### src/rtl/flash_cmd_pkg.sv
package flash_cmd_pkg;
  typedef enum logic [1:0] {
    MODE_ARRAY  = 2'd0,
    MODE_STATUS = 2'd1,
    MODE_IDENT  = 2'd2
  } rd_mode_t;

  typedef enum logic [1:0] {
    PEND_NONE  = 2'd0,
    PEND_PROG  = 2'd1,
    PEND_ERASE = 2'd2
  } pend_t;

  localparam logic [7:0] CMD_READ_ARRAY = 8'hFF;
  localparam logic [7:0] CMD_READ_STAT  = 8'h70;
  localparam logic [7:0] CMD_CLR_STAT   = 8'h50;
  localparam logic [7:0] CMD_READ_ID    = 8'h90;
  localparam logic [7:0] CMD_PROGRAM    = 8'h40;
  localparam logic [7:0] CMD_ERASE      = 8'h20;
  localparam logic [7:0] CMD_CONFIRM    = 8'hD0;
endpackage

### src/rtl/fcc_bus_decode.sv
module fcc_bus_decode (
  input  logic chip_sel_n,
  input  logic wr_en_n,
  input  logic out_en_n,
  input  logic addr_vld_n,
  input  logic hw_rst_n,
  output logic wr_cyc,
  output logic rd_cyc,
  output logic pin_clr
);
  // reset pin wins over every other control input
  assign pin_clr = !hw_rst_n;
  assign wr_cyc  = hw_rst_n && !chip_sel_n && !wr_en_n && out_en_n;
  assign rd_cyc  = hw_rst_n && !chip_sel_n && !addr_vld_n && !out_en_n && wr_en_n;
endmodule

### src/rtl/fcc_array.sv
module fcc_array #(
  parameter int ADDR_W = 8,
  parameter int DATA_W = 16
) (
  input  logic              clk,
  input  logic              we,
  input  logic [ADDR_W-1:0] waddr,
  input  logic [DATA_W-1:0] wdata,
  input  logic [ADDR_W-1:0] raddr,
  output logic [DATA_W-1:0] rdata
);
  localparam int DEPTH = 2 ** ADDR_W;

  logic [DATA_W-1:0] mem [DEPTH];

  always_ff @(posedge clk) begin
    if (we) mem[waddr] <= wdata;
    rdata <= mem[raddr];
  end
endmodule

### src/rtl/fcc_write_engine.sv
module fcc_write_engine #(
  parameter int ADDR_W      = 8,
  parameter int DATA_W      = 16,
  parameter int BLK_W       = 4,
  parameter int PROG_CYCLES = 6
) (
  input  logic              clk,
  input  logic              clr,
  input  logic              start_prog,
  input  logic              start_erase,
  input  logic [ADDR_W-1:0] addr_in,
  input  logic [DATA_W-1:0] data_in,
  output logic              busy,
  output logic              mem_we,
  output logic [ADDR_W-1:0] mem_waddr,
  output logic [DATA_W-1:0] mem_wdata
);
  localparam int BLK_WORDS = 2 ** BLK_W;
  localparam int MAX_LEN   = (PROG_CYCLES > BLK_WORDS) ? PROG_CYCLES : BLK_WORDS;
  localparam int CNT_W     = $clog2(MAX_LEN + 1);

  logic [CNT_W-1:0]  cnt;
  logic              is_erase;
  logic [ADDR_W-1:0] addr_q;
  logic [DATA_W-1:0] data_q;

  always_ff @(posedge clk) begin
    if (clr) begin
      busy     <= 1'b0;
      cnt      <= '0;
      is_erase <= 1'b0;
    end else if (busy) begin
      if (cnt == '0) busy <= 1'b0;
      else           cnt  <= cnt - 1'b1;
    end else if (start_prog) begin
      busy     <= 1'b1;
      is_erase <= 1'b0;
      cnt      <= CNT_W'(PROG_CYCLES - 1);
      addr_q   <= addr_in;
      data_q   <= data_in;
    end else if (start_erase) begin
      busy     <= 1'b1;
      is_erase <= 1'b1;
      cnt      <= CNT_W'(BLK_WORDS - 1);
      addr_q   <= addr_in;
    end
  end

  // erase writes one word per clock, program writes once at the end
  assign mem_we    = busy && (is_erase || cnt == '0);
  assign mem_waddr = is_erase ? {addr_q[ADDR_W-1:BLK_W], cnt[BLK_W-1:0]} : addr_q;
  assign mem_wdata = is_erase ? '1 : data_q;
endmodule

### src/rtl/fcc_sequencer.sv
module fcc_sequencer
  import flash_cmd_pkg::*;
(
  input  logic       clk,
  input  logic       clr,
  input  logic       wr_cyc,
  input  logic       rd_cyc,
  input  logic [7:0] cmd,
  input  logic       eng_busy,
  output logic       start_prog,
  output logic       start_erase,
  output rd_mode_t   mode,
  output logic [7:0] status
);
  pend_t      pend;
  logic [1:0] err;

  assign start_prog  = wr_cyc && !eng_busy && (pend == PEND_PROG);
  assign start_erase = wr_cyc && !eng_busy && (pend == PEND_ERASE) && (cmd == CMD_CONFIRM);
  assign status      = {!eng_busy, 1'b0, err, 4'b0000};

  always_ff @(posedge clk) begin
    if (clr) begin
      mode <= MODE_ARRAY;
      pend <= PEND_NONE;
      err  <= 2'b00;
    end else if (wr_cyc) begin
      if (eng_busy) begin
        if (cmd == CMD_READ_STAT) mode <= MODE_STATUS;
      end else begin
        unique case (pend)
          PEND_PROG: pend <= PEND_NONE;
          PEND_ERASE: begin
            pend <= PEND_NONE;
            mode <= MODE_STATUS;
            if (cmd != CMD_CONFIRM) err <= 2'b11;
          end
          default: begin
            case (cmd)
              CMD_READ_ARRAY: mode <= MODE_ARRAY;
              CMD_READ_STAT:  mode <= MODE_STATUS;
              CMD_READ_ID:    mode <= MODE_IDENT;
              CMD_CLR_STAT:   err  <= 2'b00;
              CMD_PROGRAM: begin
                pend <= PEND_PROG;
                mode <= MODE_STATUS;
              end
              CMD_ERASE: begin
                pend <= PEND_ERASE;
                mode <= MODE_STATUS;
              end
              default: ;
            endcase
          end
        endcase
      end
    end else if (rd_cyc) begin
      pend <= PEND_NONE;
    end
  end
endmodule

### src/rtl/flash_cmd_ctrl.sv
module flash_cmd_ctrl
  import flash_cmd_pkg::*;
#(
  parameter int          ADDR_W      = 8,
  parameter int          DATA_W      = 16,
  parameter int          BLK_W       = 4,
  parameter int          PROG_CYCLES = 6,
  parameter logic [15:0] MFR_CODE    = 16'h00A5,
  parameter logic [15:0] DEV_CODE    = 16'h5A3C
) (
  input  logic              clk,
  input  logic              rst,
  input  logic              chip_sel_n,
  input  logic              wr_en_n,
  input  logic              out_en_n,
  input  logic              addr_vld_n,
  input  logic              hw_rst_n,
  input  logic [ADDR_W-1:0] addr,
  input  logic [DATA_W-1:0] dq_in,
  output logic [DATA_W-1:0] dq_out,
  output logic              dq_oe
);
  logic              wr_cyc, rd_cyc, pin_clr, clr;
  logic              eng_busy, start_prog, start_erase;
  logic              mem_we;
  logic [ADDR_W-1:0] mem_waddr;
  logic [DATA_W-1:0] mem_wdata, arr_q;
  rd_mode_t          mode, sel_q;
  logic [7:0]        status;
  logic              id_dev_q;

  assign clr = rst || pin_clr;

  fcc_bus_decode u_dec (
    .chip_sel_n(chip_sel_n), .wr_en_n(wr_en_n), .out_en_n(out_en_n),
    .addr_vld_n(addr_vld_n), .hw_rst_n(hw_rst_n),
    .wr_cyc(wr_cyc), .rd_cyc(rd_cyc), .pin_clr(pin_clr)
  );

  fcc_sequencer u_seq (
    .clk(clk), .clr(clr), .wr_cyc(wr_cyc), .rd_cyc(rd_cyc), .cmd(dq_in[7:0]),
    .eng_busy(eng_busy), .start_prog(start_prog), .start_erase(start_erase),
    .mode(mode), .status(status)
  );

  fcc_write_engine #(
    .ADDR_W(ADDR_W), .DATA_W(DATA_W), .BLK_W(BLK_W), .PROG_CYCLES(PROG_CYCLES)
  ) u_eng (
    .clk(clk), .clr(clr), .start_prog(start_prog), .start_erase(start_erase),
    .addr_in(addr), .data_in(dq_in), .busy(eng_busy),
    .mem_we(mem_we), .mem_waddr(mem_waddr), .mem_wdata(mem_wdata)
  );

  fcc_array #(.ADDR_W(ADDR_W), .DATA_W(DATA_W)) u_arr (
    .clk(clk), .we(mem_we), .waddr(mem_waddr), .wdata(mem_wdata),
    .raddr(addr), .rdata(arr_q)
  );

  // read source is fixed at the read clock; a busy engine forces status
  always_ff @(posedge clk) begin
    if (clr) begin
      dq_oe    <= 1'b0;
      sel_q    <= MODE_ARRAY;
      id_dev_q <= 1'b0;
    end else begin
      dq_oe <= rd_cyc;
      if (rd_cyc) begin
        sel_q    <= eng_busy ? MODE_STATUS : mode;
        id_dev_q <= addr[0];
      end
    end
  end

  always_comb begin
    dq_out = '0;
    if (dq_oe) begin
      case (sel_q)
        MODE_ARRAY:  dq_out = arr_q;
        MODE_STATUS: dq_out = DATA_W'(status);
        default:     dq_out = id_dev_q ? DATA_W'(DEV_CODE) : DATA_W'(MFR_CODE);
      endcase
    end
  end
endmodule

### config.mk
export PLATFORM = sky130hd
export DESIGN_NAME = flash_cmd_ctrl
export DESIGN_NICKNAME = d
export VERILOG_FILES = /design/src/rtl/flash_cmd_pkg.sv /design/src/rtl/fcc_bus_decode.sv /design/src/rtl/fcc_array.sv /design/src/rtl/fcc_write_engine.sv /design/src/rtl/fcc_sequencer.sv /design/src/rtl/flash_cmd_ctrl.sv
export SDC_FILE = /design/constraint.sdc
export NUM_CORES = 2
export LEC_CHECK = 0
export ABC_CLOCK_PERIOD_IN_PS = 5800
export BUFFER_PORTS_ARGS = -buffer_cell sky130_fd_sc_hd__buf_2
export CAP_MARGIN = 15
export CORE_MARGIN = 2
export CORE_UTILIZATION = 68
export DETAILED_ROUTE_END_ITERATION = 10
export PLACE_DENSITY = 0.83
export SLEW_MARGIN = 10
export SYNTH_ARGS = -nofsm -noshare
export SYNTH_HDL_FRONTEND = slang
export SYNTH_SLANG_ARGS = --single-unit
### constraint.sdc
create_clock -name clk -period 5.8 [get_ports clk]
set_input_delay 0.87 -clock clk [delete_from_list [all_inputs] [get_ports clk]]
set_output_delay 0.87 -clock clk [all_outputs]
set_load 0.1 [all_outputs]
## After elaboration in Yosys (flattened, before gate mapping)

Memory sizes are Yosys's and may differ from the RTL's. A register that Yosys moved wholly into a read port is not among the register bits.
Cells that the tools add are included.

- Bits in writable memories: 4096
- Input bits: 31
- Output and inout bits: 17
- Register bits: 41
- Word-level logic and storage cells: 100
- Memories kept: 1

- Equal/unequal tests: 17
- Bitwise operators: 3
- Mux-type cells: 32
- Add/subtract/negate cells: 1
- Reductions and logical operators: 35

Memories:

| name | depth | width | read ports | clocked after memory_dff | wr ports | line | text |
|---|---|---|---|---|---|---|---|
| u_arr.mem | 256 | 16 | 1 | 1 | 1 | fcc_array.sv:14 | `logic [DATA_W-1:0] mem [DEPTH];` |

Operators by type and width:

| kind | number |
|---|---|
| $mux 16 | 2 |
| $pmux 16 s2 | 1 |
| $eq 8x7->1 const B | 3 |
| $eq 8x8->1 const B | 3 |
| $mux 5 | 4 |
| $mux 2 | 9 |
| $mux 8 | 2 |
| $mux 15 | 1 |
| $pmux 2 s2 | 3 |
| $logic_and 1x1->1 | 11 |
| $reduce_and 3->1 | 3 |
| $eq 8x6->1 const B | 1 |
| $mux 1 | 8 |
| $ne 2x2->1 const B | 4 |
| $ne 8x8->1 const B | 1 |
| $logic_not 1->1 | 6 |
| $pmux 2 s3 | 1 |
| $reduce_bool 2->1 | 3 |
| $logic_not 5->1 | 1 |
| $reduce_and 5->1 | 1 |
| $reduce_bool 5->1 | 1 |
| $sub 5x1->5 const B | 1 |
| $eq 2x1->1 const B | 2 |
| $mux 4 | 1 |
| other kinds (11) | 15 |

## Depth between registers and ports, before layout

- Depth after elaboration: 10
- Mapped depth: 13
- Depth with buffers taken out: 8

## Hierarchy

A second synthesis with hierarchy kept.

- Cells, all modules: 7577
- Area, all modules: 160966.9 um2

By module, submodules not included:

| module | area each (um2) | cells each | instances | sequential area each (um2) |
|---|---|---|---|---|
| fcc_array | 158714.7 | 7360 | 1 | 123318.3 |
| fcc_write_engine | 1275.0 | 94 | 1 | 860.8 |
| fcc_sequencer | 481.7 | 64 | 1 | 100.1 |
| flash_cmd_ctrl | 457.9 | 55 | 1 | 80.1 |
| fcc_bus_decode | 37.5 | 4 | 1 | 0.0 |

## Worst setup path after synthesis

Ideal clock, no wire load.

- Path type: reg-to-output
- Start: reg dq_oe
- End: out dq_out[14]
- Buffers on the path: 1
- Setup slack: 1.438 ns
- Data required time: 4.930 ns
- Data arrival time: 3.492 ns
- Cell stages (with the launch flop): 3
- Cell sequence: dfxtp_1 -> clkbuf_1 -> a21boi_0

- Longest elaborated chain between the ends: 1

Ends and longest elaborated chain:

| what | line | text |
|---|---|---|
| from (decl) | flash_cmd_ctrl.sv:21 | `output logic dq_oe` |
| from (signal assigned) | flash_cmd_ctrl.sv:66 | `dq_oe <= rd_cyc;` |
| $mux 16 | flash_cmd_ctrl.sv:76 | `if (dq_oe) begin` |
| to (decl) | flash_cmd_ctrl.sv:20 | `output logic [DATA_W-1:0] dq_out,` |

Every way passes these cells.

## Worst setup path after layout

- Start: reg u_eng.cnt[1]
- End: mem u_arr.mem[158][14], enable pin

- Longest elaborated chain between the ends: 5
- Elaborated cells on any way between the ends: 6
- Those cells by class: mux: 3; reduce/logical: 3

Ends and longest elaborated chain:

| what | line | text |
|---|---|---|
| from (decl) | fcc_write_engine.sv:22 | `logic [CNT_W-1:0] cnt;` |
| from (signal assigned) | fcc_write_engine.sv:34 | `else cnt <= cnt - 1'b1;` |
| from (signal assigned) | fcc_write_engine.sv:38 | `cnt <= CNT_W'(PROG_CYCLES - 1);` |
| from (signal assigned) | fcc_write_engine.sv:44 | `cnt <= CNT_W'(BLK_WORDS - 1);` |
| $logic_not 5->1 | fcc_write_engine.sv:50 | `assign mem_we = busy && (is_erase \|\| cnt == '0);` |
| $logic_or 1x1->1 | fcc_write_engine.sv:50 |  |
| $logic_and 1x1->1 | fcc_write_engine.sv:50 |  |
| $mux 1 | fcc_array.sv:17 | `if (we) mem[waddr] <= wdata;` |
| $mux 1 (implied by the code) | fcc_array.sv:17 |  |
| to (decl) | fcc_array.sv:14 |  |

Parallel ways exist; a longest one is shown, timed or not.

==> impl_metrics.yaml <==
logic_synthesis:
  synth_edf_count: 4120
  syn_inst: 7563
  syn_avg_cell_area_um2: 21.31
  synth_common_cells: "edfxtp_1 (4,120), mux4_2 (708), mux2i_1 (688)"
  synthTopCellsByArea: "edfxtp_1 (77%), mux4_2 (9.9%), mux2i_1 (4.3%), o221ai_1 (1.7%), mux4_1 (0.98%)"
  synth_area_um2: 161200
  synth-seq-area-share_pct: 77.16
  synth_top_area_cell: "edfxtp_1"
  yosys_most_used_dff: "edfxtp_1"
  yosysMostFrequentCell: "edfxtp_1"
  synthesis.nets: 7598
  yosysTopAreaCellShare_pct: 76.76
  async_flop_share_pct: 0
  ys_ff_latch: 4152
  yosysWarnings: 0
  ys_types: 65
placed_design:
  numPortBuffers: 47
  place_inst: 10751
  gp_congestion: 0.8705
  pre_cts_ws_ns: 1.200
  hpwl_um: 228900
critical_path:
  path_class: "reg -> reg"
  crit_top_cell: "nor2_1"
  rrSetupSlack_ns: 1.10
  setup.worst_path.start: "u_eng.cnt[1]$_SDFFE_PP0P_"
  required_ns: 6.48
  rr_startpoint: "u_eng.cnt[1]$_SDFFE_PP0P_"
  slowest_stage: "nor2_1"
  r2r-end: "u_arr.mem[158][14]$_DFFE_PP_"
  max_stage_delay_ns: 1.04
  arrival_ns: 5.37
  setup.worst_path.start_class: "register"
  endpoint_kind: "register"
  ff2ff_path_depth: 8
  cp_cell_sequence: "inv_1 -> ha_1 -> nor4b_1 -> o211ai_1 -> nor2_1 -> nand2_1 -> nor2_1 -> buf_4"
  path_max_fanout: 16
final_layout:
  drive_above_1_share_pct: 21.71
  finalNonFillerCells: 11482
  synthToLayoutAreaGrowth_pct: 10.96
  fin_nets: 8045
timing:
  hold_viol: 0
  clock.fmax_mhz: 212.9
  finalSetupTns_ns: 0
  fin_skew_ns: 0.1090
  min_period_ns: 4.696
  final-max-slew-violation-count: 0
  setup_violations: 0
  slew_headroom_pct: 7.646
  fin_crit_sh_pct: 80.97
  rsz0062_at_grt: "false"
  worst_hold_slack_ns: 0.04813
  setup_ws_ns: 1.104
  worstMarginPinSlew_ns: 1.385
grt:
  antenna_found_initial: 27
  grt_use_total_pct: 37.35
  grt_max_degree: 257
  overflow: 0
  grt_pass1_wl_um: 637100
  grt_pass1_vias: 86900
pwr:
  power_mw: 60.85
  ir_drop_mv: 0.3619
  power.density_nw_per_um2: 340.3
  p_leak_nw: 57.65
outcome:
  outcome: "finished clean"
flow_run:
  drv_cap: 0
floorplan:
  die-area_um2: 240900
  io_pins: 48
  core_area_um2: 235400
  die_x_um: 490.8
  start_util_pct: 68.46
  fp-row-count: 178
  die_h_um: 490.8
route:
  wl_per_cell_um: 39.28
  drt_first_pass_iters: 9
  vias_per_cell: 7.658
  wirelength_um: 451000
  ant_nets: 0
  drc_errors: 0
  vias: 87930
  drt_iter0_markers: 16231
hold_path:
  min_path_type: "in -> reg"
  worstHoldEndpoint: "u_eng.data_q[9]$_DFFE_PP_"
  worstHoldPathCells: 1
  worstHoldStart: "dq_in[9]"
clock_tree:
  clk_path_buf_depth: 4
  cts_tree: "built"
  root_buffer: "clkbuf_16"
  postCtsHoldBufs: 0
  ctsHtreeMaxLevel: 5
  clk_latency_ns: 1.03
  cts_setup_buffers: 0
  cts_resized: 0
  cts_sinks: 4152
  cts_buffers: 400
  path_clk_slew_ns: 0.06
==> power by group <==
| group | total (mW) | switching, mW | internal (mW) |
|---|---|---|---|
| Clock | 25.9 | 11.2 | 14.7 |
| Sequential | 32.5 | 0.0368 | 32.5 |
| Combinational | 2.41 | 1.47 | 0.941 |
==> critical path: cells and delay by family, from the launching register on <==
kind	cells	cell delay, ns
compound gates	1	0.28
fa+ha+maj	1	0.17
buf+inv	2	0.58
flops	1	0.37
simple gates	4	2.94
==> layout by cell type, fill, tap and decap left out, drive strengths merged, types with 5 or more instances in the layout <==
master and n:
nor4 17, dfxtp 32, a21boi 7, nand2b 14
or2 21, mux4 768, clkinv 165, o22ai 194
nor3 90, o311ai 15, clkbuf 484, nor2 340
nand2 83, o21ai 92, buf 489, a22o 19
nor3b 5, bufinv 41, inv 22, clkinvlp 14
mux2i 688, a22oi 42, diode 12, o221ai 313
edfxtp 4120, and3 8, nand3 11, a21oi 176
==> worst max path at each step <==
stage | end | slack [ns] | cells after the start
after floorplan | dq_out[14] | 1.44 | 2
after global placement | u_arr.rdata[4]$_DFF_P_ | 1.07 | 9
after detailed placement | u_arr.rdata[4]$_DFF_P_ | 1.20 | 8
after CTS | u_arr.mem[158][14]$_DFFE_PP_ | 1.31 | 8
after global routing | u_arr.mem[158][14]$_DFFE_PP_ | 1.09 | 8
final | u_arr.mem[158][14]$_DFFE_PP_ | 1.10 | 8
==> metal layers <==
metal	global-route usage [%]	part of all wire (%)	vias to the layer above
met5	0	0.043	-
met3	9.309	13	1789
met1	47.60	31	44314
met2	58.36	48	8944
li1	-	-	32855
met4	23.84	7.7	28
==> layout make-up <==
cell class	instances	area (µm²)
sequential	4152	124400
clock inverter	229	2223
clock buffer	483	10500
antenna	12	30.03
timing repair buffer	490	4302
tap	3150	3941
inverter	13	58.81
fill	11059	56580
multi-input combinational	2953	33420
==> stage by stage <==
stage               utilization, %  area (µm²)
floorplan                        -      161200
CTS                          75.90      178700
finish                       75.96      178800
global route                 75.95      178800
global placement             70.49      165900
detailed placement           70.50      166000
==> kinds of logic after synthesis <==
kind of cell | after synthesis | share of synthesized area [%]
AO/OA/AOI/OAI | 877 | 3.810
XOR/XNOR | 4 | 0.02174
adder cells (fa/ha/maj) | 4 | 0.03105
buffers and inverters | 458 | 2.167
flip-flops | 4152 | 77.16
multiplexers | 1458 | 15.16
AND/OR/NAND/NOR | 610 | 1.650
==> registers in the layout, summed over array words and instances (netlist names) <==
name            flops
u_arr.mem        4096
u_arr.rdata        16
u_eng.data_q       16
u_eng.addr_q        8
u_eng.cnt           5
sel_q               2
u_seq.mode          2
u_seq.pend          2
dq_oe               1
id_dev_q            1
u_eng.busy          1
u_eng.is_erase      1
u_seq.err           1
Power figures use the tool's default switching activity.
